--- src/rtl/ddr_seq_pkg.sv ---
package ddr_seq_pkg;
  typedef enum logic [2:0] {
    CMD_NOP = 3'b111,
    CMD_ACT = 3'b011,
    CMD_RD  = 3'b101,
    CMD_WR  = 3'b100,
    CMD_PRE = 3'b010
  } cmd_e;

  typedef enum logic [2:0] {
    ST_IDLE,
    ST_PRE,
    ST_ACT,
    ST_COL,
    ST_BURST
  } st_e;
endpackage

--- src/rtl/ddr_addr_split.sv ---
module ddr_addr_split #(
  parameter int ROW_W  = 13,
  parameter int BANK_W = 2,
  parameter int COL_W  = 10,
  localparam int ADDR_W = ROW_W + BANK_W + COL_W
) (
  input  logic [ADDR_W-1:0] addr_i,
  output logic [ROW_W-1:0]  row_o,
  output logic [BANK_W-1:0] bank_o,
  output logic [COL_W-1:0]  col_o
);
  assign col_o  = addr_i[COL_W-1:0];
  assign bank_o = addr_i[COL_W +: BANK_W];
  assign row_o  = addr_i[COL_W+BANK_W +: ROW_W];
endmodule

--- src/rtl/ddr_row_table.sv ---
module ddr_row_table #(
  parameter int ROW_W  = 13,
  parameter int BANK_W = 2,
  localparam int NB = 1 << BANK_W
) (
  input  logic              clk_i,
  input  logic              rst_ni,
  input  logic              open_i,
  input  logic              close_i,
  input  logic [BANK_W-1:0] wr_bank_i,
  input  logic [ROW_W-1:0]  wr_row_i,
  input  logic [BANK_W-1:0] rd_bank_i,
  output logic              rd_open_o,
  output logic [ROW_W-1:0]  rd_row_o
);
  logic [NB-1:0]    open_q;
  logic [ROW_W-1:0] row_q [NB];

  for (genvar b = 0; b < NB; b++) begin : g_bank
    always_ff @(posedge clk_i or negedge rst_ni) begin
      if (!rst_ni) begin
        open_q[b] <= 1'b0;
        row_q[b]  <= '0;
      end else if (wr_bank_i == BANK_W'(b)) begin
        if (open_i) begin
          open_q[b] <= 1'b1;
          row_q[b]  <= wr_row_i;
        end else if (close_i) begin
          open_q[b] <= 1'b0;
        end
      end
    end
  end

  assign rd_open_o = open_q[rd_bank_i];
  assign rd_row_o  = row_q[rd_bank_i];
endmodule

--- src/rtl/ddr_gap_timer.sv ---
module ddr_gap_timer #(
  parameter int GAP_W = 4
) (
  input  logic             clk_i,
  input  logic             rst_ni,
  input  logic             load_i,
  input  logic [GAP_W-1:0] val_i,
  output logic             done_o
);
  logic [GAP_W-1:0] cnt_q;

  always_ff @(posedge clk_i or negedge rst_ni) begin
    if (!rst_ni)            cnt_q <= '0;
    else if (load_i)        cnt_q <= val_i;
    else if (cnt_q != '0)   cnt_q <= cnt_q - 1'b1;
  end

  // next command may issue on the edge where the loaded gap has elapsed
  assign done_o = (cnt_q <= GAP_W'(1));
endmodule

--- src/rtl/ddr_seq.sv ---
module ddr_seq
  import ddr_seq_pkg::*;
#(
  parameter int ROW_W  = 13,
  parameter int BANK_W = 2,
  parameter int COL_W  = 10,
  parameter int BEATS  = 4,
  parameter int BYTES  = 4,
  parameter int GAP_W  = 4,
  localparam int ADDR_W = ROW_W + BANK_W + COL_W,
  localparam int MASK_W = BEATS * BYTES,
  localparam int BC_W   = $clog2(BEATS)
) (
  input  logic              clk_i,
  input  logic              rst_ni,
  input  logic [GAP_W-1:0]  trp_i,
  input  logic [GAP_W-1:0]  trcd_i,
  input  logic              req_valid_i,
  output logic              req_ready_o,
  input  logic [ADDR_W-1:0] req_addr_i,
  input  logic              req_we_i,
  input  logic [MASK_W-1:0] req_mask_i,
  output logic              cmd_cs_n_o,
  output logic              cmd_ras_n_o,
  output logic              cmd_cas_n_o,
  output logic              cmd_we_n_o,
  output logic [BANK_W-1:0] cmd_bank_o,
  output logic [ROW_W-1:0]  cmd_addr_o,
  output logic              beat_valid_o,
  output logic [BC_W-1:0]   beat_idx_o,
  output logic              beat_we_o,
  output logic [BYTES-1:0]  beat_mask_o
);
  logic [ROW_W-1:0]  a_row;
  logic [BANK_W-1:0] a_bank;
  logic [COL_W-1:0]  a_col;
  logic              tb_open;
  logic [ROW_W-1:0]  tb_row;
  logic              gap_done;

  st_e               st_q;
  logic [ROW_W-1:0]  row_q;
  logic [BANK_W-1:0] bank_q;
  logic [COL_W-1:0]  col_q;
  logic              we_q;
  logic [MASK_W-1:0] mask_q;
  logic [BC_W-1:0]   bcnt_q;

  logic accept, hit, issue_pre, issue_act, issue_col;

  ddr_addr_split #(.ROW_W(ROW_W), .BANK_W(BANK_W), .COL_W(COL_W)) u_split (
    .addr_i(req_addr_i), .row_o(a_row), .bank_o(a_bank), .col_o(a_col)
  );

  ddr_row_table #(.ROW_W(ROW_W), .BANK_W(BANK_W)) u_table (
    .clk_i, .rst_ni,
    .open_i(issue_act), .close_i(issue_pre),
    .wr_bank_i(bank_q), .wr_row_i(row_q),
    .rd_bank_i(a_bank), .rd_open_o(tb_open), .rd_row_o(tb_row)
  );

  ddr_gap_timer #(.GAP_W(GAP_W)) u_gap (
    .clk_i, .rst_ni,
    .load_i(issue_pre | issue_act),
    .val_i(issue_pre ? trp_i : trcd_i),
    .done_o(gap_done)
  );

  assign req_ready_o = (st_q == ST_IDLE);
  assign accept      = req_valid_i & req_ready_o;
  assign hit         = tb_open && (tb_row == a_row);
  assign issue_pre   = (st_q == ST_PRE) && gap_done;
  assign issue_act   = (st_q == ST_ACT) && gap_done;
  assign issue_col   = (st_q == ST_COL) && gap_done;

  always_ff @(posedge clk_i or negedge rst_ni) begin
    if (!rst_ni) begin
      st_q         <= ST_IDLE;
      row_q        <= '0;
      bank_q       <= '0;
      col_q        <= '0;
      we_q         <= 1'b0;
      mask_q       <= '0;
      bcnt_q       <= '0;
      cmd_cs_n_o   <= 1'b1;
      {cmd_ras_n_o, cmd_cas_n_o, cmd_we_n_o} <= CMD_NOP;
      cmd_bank_o   <= '0;
      cmd_addr_o   <= '0;
      beat_valid_o <= 1'b0;
      beat_idx_o   <= '0;
      beat_we_o    <= 1'b0;
      beat_mask_o  <= '0;
    end else begin
      cmd_cs_n_o   <= 1'b1;
      {cmd_ras_n_o, cmd_cas_n_o, cmd_we_n_o} <= CMD_NOP;
      beat_valid_o <= 1'b0;
      beat_we_o    <= 1'b0;
      beat_mask_o  <= '0;
      unique case (st_q)
        ST_IDLE: if (accept) begin
          row_q  <= a_row;
          bank_q <= a_bank;
          col_q  <= a_col;
          we_q   <= req_we_i;
          mask_q <= req_mask_i;
          st_q   <= hit ? ST_COL : (tb_open ? ST_PRE : ST_ACT);
        end
        ST_PRE: if (issue_pre) begin
          cmd_cs_n_o <= 1'b0;
          {cmd_ras_n_o, cmd_cas_n_o, cmd_we_n_o} <= CMD_PRE;
          cmd_bank_o <= bank_q;
          cmd_addr_o <= '0;
          st_q       <= ST_ACT;
        end
        ST_ACT: if (issue_act) begin
          cmd_cs_n_o <= 1'b0;
          {cmd_ras_n_o, cmd_cas_n_o, cmd_we_n_o} <= CMD_ACT;
          cmd_bank_o <= bank_q;
          cmd_addr_o <= row_q;
          st_q       <= ST_COL;
        end
        ST_COL: if (issue_col) begin
          cmd_cs_n_o <= 1'b0;
          {cmd_ras_n_o, cmd_cas_n_o, cmd_we_n_o} <= we_q ? CMD_WR : CMD_RD;
          cmd_bank_o <= bank_q;
          cmd_addr_o <= ROW_W'(col_q);
          bcnt_q     <= '0;
          st_q       <= ST_BURST;
        end
        ST_BURST: begin
          beat_valid_o <= 1'b1;
          beat_idx_o   <= bcnt_q;
          beat_we_o    <= we_q;
          beat_mask_o  <= we_q ? mask_q[bcnt_q*BYTES +: BYTES] : '0;
          bcnt_q       <= bcnt_q + 1'b1;
          if (bcnt_q == BC_W'(BEATS-1)) st_q <= ST_IDLE;
        end
        default: st_q <= ST_IDLE;
      endcase
    end
  end
endmodule


--- config.mk ---
export PLATFORM = sky130hd
export DESIGN_NAME = ddr_seq
export DESIGN_NICKNAME = d
export VERILOG_FILES = /design/src/rtl/ddr_seq_pkg.sv /design/src/rtl/ddr_addr_split.sv /design/src/rtl/ddr_row_table.sv /design/src/rtl/ddr_gap_timer.sv /design/src/rtl/ddr_seq.sv
export SDC_FILE = /design/constraint.sdc
export NUM_CORES = 1
export LEC_CHECK = 0
export BUFFER_PORTS_ARGS = -buffer_cell sky130_fd_sc_hd__buf_2
export CORE_MARGIN = 10
export CORE_UTILIZATION = 35
export CTS_BUF_LIST = sky130_fd_sc_hd__clkbuf_16
export DETAILED_ROUTE_END_ITERATION = 10
export MAX_ROUTING_LAYER = met4
export PLACE_DENSITY = 0.49
export SYNTH_ARGS = -nofsm -noshare
export SYNTH_HDL_FRONTEND = slang
export SYNTH_SLANG_ARGS = --single-unit
export TNS_END_PERCENT = 10
--- constraint.sdc ---
create_clock -name clk_i -period 2.6 [get_ports clk_i]
set_input_delay 0.39 -clock clk_i [delete_from_list [all_inputs] [get_ports clk_i]]
set_output_delay 0.39 -clock clk_i [all_outputs]
set_load 0.02 [all_outputs]
==> Word-level counts from Yosys, hierarchy flattened <==
Index checks and enable logic that the tools add are counted.
{ "classes": {"add_sub_neg": 2, "order_cmp": 3, "eq_ne": 14, "shift": 1, "n_mux": 42, "n_bitwise": 3, "n_reduce_logical": 23} }
{ "ops": {"columns": ["op", "n"], "rows": [
  ["13-bit 2-to-1 mux", 5],
  ["13-bit case mux with 3 select lines", 1],
  ["13-bit binary-select mux with 2-bit select", 1],
  ["4-bit 2-to-1 mux", 5],
  ["2-bit AND reduction", 10],
  ["16-bit by 5-bit variable part select with 4-bit output", 1],
  ["3-bit 2-to-1 mux", 5],
  ["3-bit case mux with 5 select lines", 1],
  ["13-bit == test", 1],
  ["1-bit 2-to-1 mux", 12],
  ["2-bit 2-to-1 mux", 6],
  ["2-bit inequality test (second input constant)", 4],
  ["2-bit == test (second input constant)", 3],
  ["3-bit by 2-bit == test with 1-bit output (second input constant)", 2],
  ["1-bit case mux with 3 select lines", 2],
  ["2-bit case mux with 3 select lines", 1],
  ["2-bit nonzero test", 3],
  ["5-bit AND reduction", 1],
  ["4-bit by 1-bit less-or-equal comparator with 1-bit output (second input constant)", 1],
  ["1-bit logical AND", 4],
  ["2-bit case mux with 2 select lines", 1],
  ["4-bit AND reduction", 1],
  ["4-bit nonzero test", 1],
  ["4-bit by 1-bit subtractor with 4-bit output (second input constant)", 1],
  ["other kinds (15)", 15]
]} }
{ "totals": {"reg_bits": 134, "inputBits": 53, "output_inout_bits": 28, "word_cells": 114} }

==> Logic depth before layout (Yosys ltp) <==
Gate-level depths: netlist of the first run.
{ "depth": {"word_depth": 9, "depth_mapped": 9, "depth_no_buf": 8} }

==> Modules after synthesis <==
A second synthesis of the first run with hierarchy kept.
{ "unflattened": {"hier_cells": 432, "area_unflattened_um2": 6306.0} }
{ "modules_own_cells": {"columns": ["mod", "n_inst", "cells_each", "area_per_inst_um2", "seq_area_each_um2"], "rows": [
  ["ddr_seq", 1, 238, 3424.5, 1856.8],
  ["ddr_row_table", 1, 144, 2439.8, 1401.3],
  ["ddr_gap_timer", 1, 25, 254.0, 100.1],
  ["ddr_addr_split", 1, 25, 187.7, 0.0]
]} }

==> Least setup slack after synthesis of the first run <==
No wires, ideal clock.
{ "synth_timing": {"path_type": "reg2reg", "from": "register st_q[0]", "to": "register col_q[0]", "setup_ps": 125, "t_arrival_ps": 2017, "required_ps": 2475, "path_slack_ps": 458, "path_stages_with_launch": 7, "n_path_buf": 3, "synth_period_minus_slack_ps": 2142, "cell_sequence": "dfrtp_1 > clkbuf_1 > nor3_1 > and2_1 > buf_2 > buf_2 > mux2_2"} }
{ "synth_between": {"elab_chain_len": 3} }
{ "synth_lines": {"columns": ["item", "line", "rtl"], "rows": [
  ["start: declaration", "ddr_seq.sv:41", "st_e st_q;"],
  ["start signal: assignment", "ddr_seq.sv:106", "st_q <= hit ? ST_COL : (tb_open ? ST_PRE : ST_ACT);"],
  ["3-bit logical NOT *", "ddr_seq.sv:69", "assign req_ready_o = (st_q == ST_IDLE);"],
  ["via req_ready_o", "ddr_seq.sv:19", "output logic req_ready_o,"],
  ["1-bit bitwise AND", "ddr_seq.sv:70", "assign accept = req_valid_i & req_ready_o;"],
  ["2-bit AND reduction (no source line) *", null, null],
  ["end signal: assignment", "ddr_seq.sv:103", "col_q <= a_col;"],
  ["end: declaration", "ddr_seq.sv:44", "logic [COL_W-1:0] col_q;"]
]} }
Mark *: on every way through the listed nets, which the timed path passes. The rest lies on a longest branch.
A chain may end at the register's enable or synchronous reset.

==> Final worst setup path of the first run <==
{ "layout_timing": {"from": "register u_gap.cnt_q[0]", "to": "register u_table.open_q[0]"} }
{ "layout_between": {"elab_chain_len": 4, "elab_cells_between_ends": 6, "cone_classes": "order compare (1); mux (1); reduce/logical (4)"} }
{ "layout_lines": {"columns": ["item", "line", "rtl"], "rows": [
  ["start: declaration", "ddr_gap_timer.sv:10", "logic [GAP_W-1:0] cnt_q;"],
  ["start signal: assignment", "ddr_gap_timer.sv:14", "else if (load_i) cnt_q <= val_i;"],
  ["start signal: assignment", "ddr_gap_timer.sv:15", "else if (cnt_q != '0) cnt_q <= cnt_q - 1'b1;"],
  ["4-bit by 1-bit less-or-equal comparator with 1-bit output *", "ddr_gap_timer.sv:19", "assign done_o = (cnt_q <= GAP_W'(1));"],
  ["1-bit logical AND (on tied branches)", "ddr_seq.sv:72, ddr_seq.sv:73", null],
  ["2-bit nonzero test (no source line)", null, null],
  ["2-bit AND reduction (no source line)", null, null],
  ["end signal: indexed assignment", "ddr_row_table.sv:22", "open_q[b] <= 1'b0;"],
  ["end signal: indexed assignment", "ddr_row_table.sv:26", "open_q[b] <= 1'b1;"],
  ["end signal: indexed assignment", "ddr_row_table.sv:29", "open_q[b] <= 1'b0;"],
  ["end: declaration", "ddr_row_table.sv:16", "logic [NB-1:0] open_q;"]
]} }
Every way passes the cells marked *; elsewhere a longest branch is shown, timed or not.

==> results by group, run 1 <==
Layout
  • Ratio of cells with drive above 1 in the final layout: about 44%
  • Number of nets in the layout: about 560
  • Antenna diodes: 0
  • Final non-filler cell total: 733
  • Area delta synth->final: 20.7%
  • Post-layout util: 43.1%

Clocking
  • Clk slew on worst S/H paths: around 60 ps
  • Number of hold-repair buffers added at the cts stage: 1
  • CTS tree: done
  • Num Clock Sinks: between 100 and 150
  • Clock root buffer master: clkbuf_16
  • Number of buffers added for setup after CTS: 0
  • # H-tree levels: 4
  • Number of cells upsized or downsized after cts: 0
  • Buffers from clock root to sink, at most: 2
  • TritonCTS Buffers: 17
  • Worst-skew pair later-pin latency: around 420 ps

GRT
  • Initial antenna violation count: 0
  • Vias in the first global route: roughly 3900
  • First-pass GRT wire length: 22.4 mm
  • Maximum number of pins on one net before global-route repair: 53
  • Overall overflow remaining after global route: 0
  • All-layer global routing usage: between 10% and 20%

Floorplanning
  • Standard-cell row count: 47
  • Area of the core: 0.0165 mm²
  • Effective utilization at floorplan: 35.7%
  • Y dimension of the die: approximately 150 µm
  • Width of the chip: ~150 µm
  • I/O pin count: just over 80
  • Die outline area: around 0.022 mm²

Setup path
  • Start-to-end type of the worst setup path: reg -> reg
  • Sort of element at the end of the critical path: register
  • Arrival time at the worst endpoint: approximately 2500 ps
  • R2R setup slack: between 300 and 400 ps
  • Worst setup startpoint: u_gap.cnt_q[0]
  • Worst r2r src: u_gap.cnt_q[0]
  • Data required time at the worst endpoint: between 2000 and 3000 ps
  • Crit Reg-Reg Endpoint: u_table.open_q[0]
  • Worst setup path endpoint: u_table.open_q[0]
  • Startpoint type of the worst setup path: register
  • Maximum fanout along the worst path: 8
  • Worst-case reg-to-reg path depth: 7

Power and ir drop
  • Register share of total power: a little over two fifths
  • Cell-internal power: slightly below 6000 µW
  • Portion of total power attributed to combinational logic: between 30% and 40%
  • Switch share: 32.3%
  • PnR Total Power: 8530 µW
  • Static power due to leakage: between 0.003 and 0.004 µW
  • Max IR drop VDD: about 0.00056 V
  • Total power density per cell area: 1200 mW/mm²
  • Clk network pwr share: between 20% and 30%
  • Total net switching power: roughly 2800 µW

Detailed routing
  • Post-route DRC: 0
  • Via count: between 3000 and 4000
  • Via density per instance: roughly 5
  • Drt wl/cell: approximately 19 µm
  • DR WL met2: about 6.3 mm
  • Number of DRC markers in iteration 0: 195
  • Met1 wire length: 6.61 mm
  • Detail Route met3 WL: 880 µm
  • Top metal layer carrying routed signals: met4
  • Routed WL: around 14 mm
  • TritonRoute pass-1 iters: 4
  • Antenna Nets Post-Route: 0

STA
  • Post-Route Skew: around 10 ps
  • Setup repair after global routing missed its margin: no
  • Setup TNS: 0 ps
  • Upper clock frequency limit: around 450 MHz
  • Endpoints failing hold: 0
  • Share of the cycle needed by the critical path after routing: a little under nine tenths
  • Final setup violation count: 0
  • Post-Route Hold Slack: between 150 and 200 ps
  • Final-report max-slew violation count: 0
  • Transition time at the pin with the least slew margin: 571 ps
  • Worst rel slew slack: about three fifths
  • Min Clock Period, post-route: ~2200 ps

Run
  • Reported max-cap violation count: 0

Synth
  • Share of synthesized flip-flops with an asynchronous set or reset: between 90% and 100%
  • Flip-flop and latch count after synthesis: 134
  • Cell types with the highest counts after synthesis: 130 x dfrtp_1, 85 x mux2_2, 27 x nor2_1
  • Area share of the leading cell type in the synthesized netlist: roughly 55%
  • Cell area after synthesis: around 0.0059 mm²
  • Warnings from Yosys: 0
  • Cell with the most instances after synthesis: dfrtp_1
  • Cell type with the largest total area after synthesis: dfrtp_1
  • Top FF cell, synth: dfrtp_1
  • Count of flip-flops with a built-in enable after synthesis: 0
  • Synthesized Nets: 467
  • Number of distinct library cells after synthesis: 46
  • Sequential-to-total area share from yosys stat: a little under three fifths
  • Avg Inst Size Synth: between 10 and 15 µm²
  • Dominant cells by area after synthesis: dfrtp_1 55%, mux2_2 16%, mux4_1 4.5%, mux4_2 3.1%, mux2_4 2.3%
  • Instance count of the mapped netlist: 411

Place
  • Count of buffers from port buffering: 80
  • Final RePlAce weighted congestion: ~0.76
  • Cell total after placement: 701
  • HPWL after DPL: 9.73 mm

Worst hold path
  • Type of the tightest min-delay check: in -> reg

Status
  • Status: complete, no violations
-- logic make-up (layout without fill, tap and decap cells) --
group           count (synthesis)  count (layout)  share of synthesized area [%]
mux                           116             116                           26.7
xor+xnor                       15              15                           2.23
flops                         134             134                           56.9
simple gates                   81              81                           6.89
buf+inv                        27             129                           2.48
fa+ha+maj                       3               3                          0.636
compound gates                 35              35                           4.14
-- flip-flops by register name (all words and copies together) (netlist names), 2 cells and up --
name and cells:
bank_q 2, bcnt_q 2, beat_idx_o 2, beat_mask_o 4, cmd_addr_o 13, cmd_bank_o 2
col_q 10, mask_q 16, row_q 13, st_q 3, u_gap.cnt_q 4, u_table.open_q 4
u_table.row_q 52
-- through the flow --
| stage | setup slack, ps | cell area (µm²) |
|---|---|---|
| 5_1_grt | 118 | 7120 |
| 3_3_place_gp | 354 | 6560 |
| 3_5_place_dp | 336 | 6560 |
| 6_report | 367 | 7120 |
| 4_1_cts | 333 | 7120 |
| 2_1_floorplan | 458 | 5900 |
-- routing by layer --
layer | vias up | track usage (%)
met2 | 94 | 19.9
met5 | - | -
met3 | 8 | 4.17
li1 | 1678 | -
met1 | 1868 | 17.3
met4 | 0 | 4.08
-- cells in the final DEF (no fill, tap or decap), types with 3 or more instances in the layout --
cell type | Yosys | routed
and3_1 | 4 | 4
nor2_1 | 27 | 27
dfrtp_1 | 130 | 130
buf_2 | 11 | 79
nor4_1 | 3 | 3
clkinv_1 | 1 | 5
mux2_2 | 85 | 85
nand2_1 | 22 | 22
clkbuf_16 | 0 | 17
buf_4 | 0 | 10
clkinvlp_4 | 0 | 3
mux4_2 | 8 | 8
dfstp_2 | 4 | 4
ha_1 | 3 | 3
a221oi_1 | 10 | 10
o21ai_0 | 9 | 9
xor2_1 | 13 | 13
nand3_1 | 4 | 4
mux2_4 | 9 | 9
nand2b_1 | 4 | 4
mux4_1 | 10 | 10
mux2i_1 | 4 | 4
a21oi_1 | 4 | 4
inv_1 | 4 | 6
a22o_1 | 3 | 3
clkinv_2 | 0 | 3
-- cell type report --
cell class / instances / area (µm²)
fillers: 1540 / 9410
well taps: 220 / 275
clock buffers: 17 / 425
multi-input cells: 250 / 2400
inverters: 6 / 22.5
flip-flops and latches: 134 / 3360
clock inverters: 14 / 120
repair buffers: 92 / 520
-- critical path: stages (launching register included) --
cell	delay [ps]
dfrtp_1	410
inv_1	70
ha_1	210
nor2_1	110
nor4_1	400
nand3b_1	460
o31ai_1	350
nand2_1	90
-- power groups by stage --
| stage | logic, µW | registers, µW | clock network, µW |
|---|---|---|---|
| global placement | 2550 | 3730 | 0 |
| CTS | 2630 | 3730 | 2290 |
| floorplan | 1850 | 3650 | 0 |
| detailed placement | 2610 | 3750 | 0 |
| global route | 2840 | 3870 | 2390 |
| finish | 2580 | 3730 | 2230 |
-- how the worst min path moves through the flow --
stage,slack (ps),cells after the start,from,endpoint
after floorplan,90,0,rst_ni,bank_q[0]
after global placement,420,1,rst_ni,mask_q[0]
after detailed placement,420,1,rst_ni,mask_q[0]
after CTS,180,2,req_addr_i[6],col_q[6]
after global routing,180,2,req_mask_i[6],mask_q[6]
final,200,2,req_addr_i[6],col_q[6]
Power figures use the tool's default switching activity.
==> run 2, diff against run 1 <==
MAX_ROUTING_LAYER = unset   (was met4)
PLACE_DENSITY = unset   (was 0.49)
==> results by group, run 2 (synthesis results as in run 1) <==
GRT
  • Initial antenna violation count: 0 (unchanged)
  • First-pass GRT wire length: 21.8 mm (-2.9%)
  • Met2 track demand over resource: 19.5% (-0.35 points)
  • Overall overflow remaining after global route: 0 (unchanged)
  • Met3 Use GR: 4.92% (+0.75 points)
  • Maximum number of pins on one net before global-route repair: 56 (+5.7%)
  • All-layer global routing usage: 12.6% (-0.80 points)
  • Most congested layer reported by global routing: met2
  • Vias in the first global route: 4045 (+2.8%)
  • Fraction of met1 tracks used by global routing: 15.8% (-1.5 points)

Layout
  • Number of flip-flops under the largest register name: 52 (unchanged)
  • Area delta synth->final: 20.4%
  • Largest registers in the final layout: u_table.row_q: 52 flops, mask_q: 16 flops
  • Design area: 0.00710 mm² (-0.25%)
  • Final non-filler cell total: 735 (+0.27%)
  • Register ranked first by flip-flop count: u_table.row_q
  • Ratio of cells with drive above 1 in the final layout: 44.9% (+0.41 points)
  • Antenna diodes: 0 (unchanged)
  • Commonest non-fill, non-tap cell in the layout: dfrtp_1
  • Most frequent cells in the layout: 130 x dfrtp_1, 85 x mux2_2, 79 x buf_2, 27 x nor2_1, 22 x nand2_1
  • Number of nets in the layout: 558 (+0.18%)

Floorplanning
  • I/O pin count: 81 (unchanged)
  • Width of the chip: 150 µm (unchanged)
  • Standard-cell row count: 47 (unchanged)
  • Area of the core: 0.0165 mm² (unchanged)
  • Effective utilization at floorplan: 35.7% (unchanged)
  • Die outline area: 0.0224 mm² (unchanged)
  • Y dimension of the die: 150 µm (unchanged)

Setup path
  • R2R setup slack: 420 ps (+60 ps)
  • Start-to-end type of the worst setup path: reg -> reg
  • Arrival time at the worst endpoint: 2480 ps (-50 ps)
  • Number of buffers and inverters on the critical path: 2 (+1)
  • Startpoint type of the worst setup path: register
  • Critical path's slowest cell: dfrtp_1
  • Crit Reg-Reg Endpoint: u_table.row_q[46]
  • Worst r2r src: u_gap.cnt_q[0]
  • Worst path top cell family by delay: simple AND/OR/NAND/NOR gates
  • Data required time at the worst endpoint: 2900 ps (about the same)
  • Worst-case reg-to-reg path depth: 8 (+1)
  • Cell breakdown of the critical path: inv_1 -> ha_1 -> nor2_1 -> nor3_4 -> nand2_2 -> or3_1 -> buf_4 -> mux2_4
  • Maximum fanout along the worst path: 14 (+6)
  • Sort of element at the end of the critical path: register
  • Peak per-stage delay on the critical path: 410 ps (-50 ps)

Clocking
  • Number of cells upsized or downsized after cts: 0 (unchanged)
  • Number of hold-repair buffers added at the cts stage: 0 (-1)
  • Worst-skew pair later-pin latency: 420 ps (about the same)
  • Clock root buffer master: clkbuf_16
  • TritonCTS Buffers: 17 (unchanged)
  • Num Clock Sinks: 134 (unchanged)
  • # H-tree levels: 4 (unchanged)
  • CTS tree: done
  • Number of buffers added for setup after CTS: 0 (unchanged)
  • Buffers from clock root to sink, at most: 2 (unchanged)
  • Clk slew on worst S/H paths: 60 ps (about the same)

Place
  • Cell total after placement: 703 (+0.29%)
  • Post-DP Area: 0.00658 mm² (+0.23%)
  • HPWL after DPL: 9.58 mm (-1.5%)
  • Final RePlAce weighted congestion: 0.760 (about the same)
  • Count of buffers from port buffering: 80 (unchanged)

Power and ir drop
  • Static power due to leakage: 0.00343 µW (about the same)
  • Total power density per cell area: 1190 mW/mm² (-1.1%)
  • Max IR drop VDD: 0.000541 V (-3.5%)

STA
  • Min Clock Period, post-route: 2180 ps (-56.7 ps)
  • Transition time at the pin with the least slew margin: 711 ps (+140 ps)
  • Endpoints failing hold: 0 (unchanged)
  • Post-Route Skew: 10.5 ps (+0.226 ps)
  • Final-report max-slew violation count: 0 (unchanged)
  • Share of the cycle needed by the critical path after routing: 83.7% (-2.2 points)
  • Upper clock frequency limit: 460 MHz (+2.6%)
  • Worst rel slew slack: 52.6% (-9.3 points)
  • Final setup violation count: 0 (unchanged)
  • Setup TNS: 0 ps (unchanged)
  • Setup repair after global routing missed its margin: no

Detailed routing
  • Drt wl/cell: 18.4 µm (-3.4%)
  • Via count: 3695 (+1.3%)
  • Antenna Nets Post-Route: 0 (unchanged)
  • Number of DRC markers in iteration 0: 205 (+5.1%)
  • Routed WL: 13.5 mm (-3.2%)
  • Via density per instance: 5.03 (+1.0%)
  • TritonRoute pass-1 iters: 4 (unchanged)
  • Post-route DRC: 0 (unchanged)

Worst hold path
  • Type of the tightest min-delay check: in -> async

Run
  • Reported max-cap violation count: 0 (unchanged)

Status
  • Status: complete, no violations
## run 2: changes by cell type in the layout (fill, tap and decap cells not counted), sizes merged
cell / before / now
buf: 91 / 93
bufinv: 2 / 1
clkinv: 8 / 11
clkinvlp: 3 / 2
dlygate4sd3: 1 / 0
## run 2: how the worst max path moves through the flow
stage,cells after the start,endpoint,start
2_1_floorplan,6,col_q[0],st_q[0]
3_3_place_gp,6,st_q[1],req_addr_i[10]
3_5_place_dp,6,st_q[1],req_addr_i[10]
4_1_cts,8,u_table.row_q[46],u_gap.cnt_q[0]
5_1_grt,8,u_table.row_q[46],u_gap.cnt_q[0]
6_report,8,u_table.row_q[46],u_gap.cnt_q[0]
## run 2: power by group
part	switching [µW]	leakage [µW]	internal, µW
registers	684	0.00171	3030
clock network	850	0.000264	1280
logic	1190	0.00145	1390
## run 2: layout make-up
cell class | instances | area, µm²
Clock buffer | 17 | 425
Clock inverter | 15 | 97.6
Fill cell | 1518 | 9420
Inverter | 6 | 22.5
Multi-Input combinational cell | 250 | 2400
Sequential cell | 134 | 3360
Tap cell | 220 | 275
Timing Repair Buffer | 93 | 526
## run 2: stage by stage
step | hold slack (ps) | utilization [%] | power (µW) | worst slack (ps)
floorplan | 94.4 | - | 5500 | 458
global placement | 461 | 39.8 | 6210 | 379
detailed placement | 464 | 39.8 | 6360 | 296
CTS | 44.8 | 43.0 | 8530 | 429
global route | 70.4 | 43.0 | 8990 | 281
finish | 19.3 | 43.0 | 8410 | 424
## run 2: metal layers
metal  vias to the layer above  share of wire [%]
met5                         -                  0
met4                         0                1.2
met3                        14                7.1
met2                        78                 47
met1                      1918                 45
li1                       1685                  -
==> run 3, diff against run 2 <==
clock period = 1.9 ns   (was 2.6 ns; I/O delays follow)
==> results by group, run 3 (synthesis results as in run 1) <==
GRT
  • Overall overflow remaining after global route: 0 (unchanged)
  • First-pass GRT wire length: 22.6 mm (+3.6%)
  • Maximum number of pins on one net before global-route repair: 50 (-11%)
  • Initial antenna violation count: 0 (unchanged)
  • Vias in the first global route: 4051 (+0.15%)
  • All-layer global routing usage: 13.0% (+0.38 points)

Power and ir drop
  • Max IR drop VDD: 0.00118 V (+120%)
  • Portion of total power attributed to combinational logic: 31.7% (+1.1 points)
  • Clk network pwr share: 26.8% (+1.5 points)
  • Total net switching power: 3940 µW (+45%)
  • Cell-internal power: 8280 µW (+45%)
  • Total power density per cell area: 1650 mW/mm² (+39%)
  • Register share of total power: 41.5% (-2.6 points)
  • Static power due to leakage: 0.00356 µW (+4.1%)
  • Switch share: 32.3% (-0.062 points)

Clocking
  • Number of buffers added for setup after CTS: 0 (unchanged)
  • Worst-skew pair later-pin latency: 410 ps (about the same)
  • Clock root buffer master: clkbuf_16
  • Buffers from clock root to sink, at most: 2 (unchanged)
  • Clk slew on worst S/H paths: 60 ps (about the same)
  • TritonCTS Buffers: 17 (unchanged)
  • CTS tree: done
  • # H-tree levels: 4 (unchanged)
  • Num Clock Sinks: 134 (unchanged)

Detailed routing
  • Post-route DRC: 0 (unchanged)
  • Via count: 3713 (+0.49%)
  • Drt wl/cell: 18.6 µm (+1.5%)
  • Antenna Nets Post-Route: 0 (unchanged)
  • Via density per instance: 4.94 (-1.8%)
  • Number of DRC markers in iteration 0: 236 (+15%)
  • Routed WL: 14.0 mm (+3.9%)
  • TritonRoute pass-1 iters: 4 (unchanged)

STA
  • Post-Route Skew: 8.38 ps (-2.12 ps)
  • Endpoints failing hold: 0 (unchanged)
  • Setup repair after global routing missed its margin: yes
  • Final worst slack: 39.9 ps (-384 ps)
  • Share of the cycle needed by the critical path after routing: 97.9% (+14 points)
  • Final setup violation count: 0 (unchanged)
  • Transition time at the pin with the least slew margin: 437 ps (-274 ps)
  • Final-report max-slew violation count: 0 (unchanged)
  • Min Clock Period, post-route: 1860 ps (-316 ps)
  • Worst rel slew slack: 70.8% (+18 points)
  • Upper clock frequency limit: 538 MHz (+17%)

Floorplanning
  • Effective utilization at floorplan: 35.7% (unchanged)
  • Width of the chip: 150 µm (unchanged)
  • Die outline area: 0.0224 mm² (unchanged)
  • Area of the core: 0.0165 mm² (unchanged)
  • I/O pin count: 81 (unchanged)
  • Y dimension of the die: 150 µm (unchanged)
  • Standard-cell row count: 47 (unchanged)

Layout
  • Final non-filler cell total: 752 (+2.3%)
  • Antenna diodes: 0 (unchanged)
  • Commonest non-fill, non-tap cell in the layout: dfrtp_1
  • Most frequent cells in the layout: 130 x dfrtp_1, 85 x mux2_2, 79 x buf_2, 23 x nor2_1, 22 x nand2_1
  • Number of nets in the layout: 575 (+3.0%)
  • Number of flip-flops under the largest register name: 52 (unchanged)
  • Area taken by multi-input logic gates: 0.00246 mm² (+2.5%)
  • Ratio of cells with drive above 1 in the final layout: 48.9% (+4.0 points)
  • Post-layout util: 44.9% (+1.9 points)
  • Area delta synth->final: 25.7%
  • Largest registers in the final layout: u_table.row_q: 52 flops, mask_q: 16 flops
  • Register area: 0.00336 mm² (unchanged)
  • Fill cell instance count of the final layout: 1486 (-2.1%)
  • Register ranked first by flip-flop count: u_table.row_q

Place
  • Cell total after placement: 719 (+2.3%)
  • Count of buffers from port buffering: 80 (unchanged)
  • Final RePlAce weighted congestion: 0.781 (+2.7%)
  • HPWL after DPL: 9.94 mm (+3.8%)
  • Pre-CTS WS: -177 ps (-474 ps)

Setup path
  • Startpoint type of the worst setup path: register
  • Maximum fanout along the worst path: 14 (unchanged)
  • Start-to-end type of the worst setup path: reg -> reg
  • Data required time at the worst endpoint: 2200 ps (-700 ps)
  • Arrival time at the worst endpoint: 2160 ps (-320 ps)
  • Sort of element at the end of the critical path: register

Status
  • Status: complete, no violations

Worst hold path
  • Type of the tightest min-delay check: in -> reg

Run
  • Reported max-cap violation count: 0 (unchanged)
==> run 3: what timing repair did <==
| action | in CTS | in global routing |
|---|---|---|
| gates resized for setup | 8 | 6 |
| setup endpoints to repair | 44 | 53 |
| hold endpoints to repair | 23 | 0 |
| hold buffers | 1 | 0 |
| pin swaps | 1 | 2 |
==> run 3: layout make-up <==
| class | instances | share of cell area [%] |
|---|---|---|
| Clock inverter | 15 | 2.21 |
| Sequential cell | 134 | 45.3 |
| Timing Repair Buffer | 110 | 9.65 |
| Clock buffer | 17 | 5.74 |
| Multi-Input combinational cell | 250 | 33.1 |
| Inverter | 6 | 0.304 |
| Tap cell | 220 | 3.71 |
==> run 3: final timing paths <==
| kind | slack (ps) | end | from | cells past startpoint |
|---|---|---|---|---|
| worst max-delay path | 40 | u_table.row_q[42] | u_gap.cnt_q[1] | 8 |
| worst min-delay path | 100 | col_q[6] | req_addr_i[6] | 2 |
| worst max register to register | 40 | u_table.row_q[42] | u_gap.cnt_q[1] | 8 |
| worst min register to register | 470 | cmd_bank_o[1] | cmd_bank_o[1] | 2 |
| max in group asynchronous | 860 | cmd_cas_n_o | rst_ni | 3 |
| min in group asynchronous | 350 | beat_mask_o[1] | rst_ni | 2 |
==> run 3: critical path: stages, from the launching register on <==
cell     delay, ps
dfrtp_1        390
inv_2           80
ha_1           150
nor2_2          60
nor3_4         150
nand2_2         90
or3_4          340
buf_12         170
mux2_4         300
==> run 3: power groups by stage <==
| stage | logic (µW) | registers [µW] | clock network [µW] |
|---|---|---|---|
| final | 3880 | 5070 | 3280 |
| after global routing | 4270 | 5260 | 3500 |
| after CTS | 3900 | 5070 | 3340 |
| after detailed placement | 3850 | 5090 | 0 |
| after global placement | 3730 | 5020 | 0 |
| after floorplan | 2590 | 5000 | 0 |
==> run 3: layer usage <==
layer,vias to the layer above,share of wire (%),track usage [%]
met5,-,0,0
met4,0,0.96,4.03
met3,12,5.3,4.32
met2,83,46,19.8
met1,1901,47,17.2
li1,1717,-,-
==> run 3: through the flow <==
step / TNS (ps) / hold WS (ps) / cell area, µm² / power, µW
after floorplan: -1520 / -10.6 / 5930 / 7590
after global placement: -267 / 241 / 6760 / 8750
after detailed placement: -916 / 248 / 6760 / 8940
after CTS: 0 / 83.6 / 7390 / 12300
after global routing: -308 / 83.1 / 7420 / 13000
final: 0 / 98.2 / 7420 / 12200
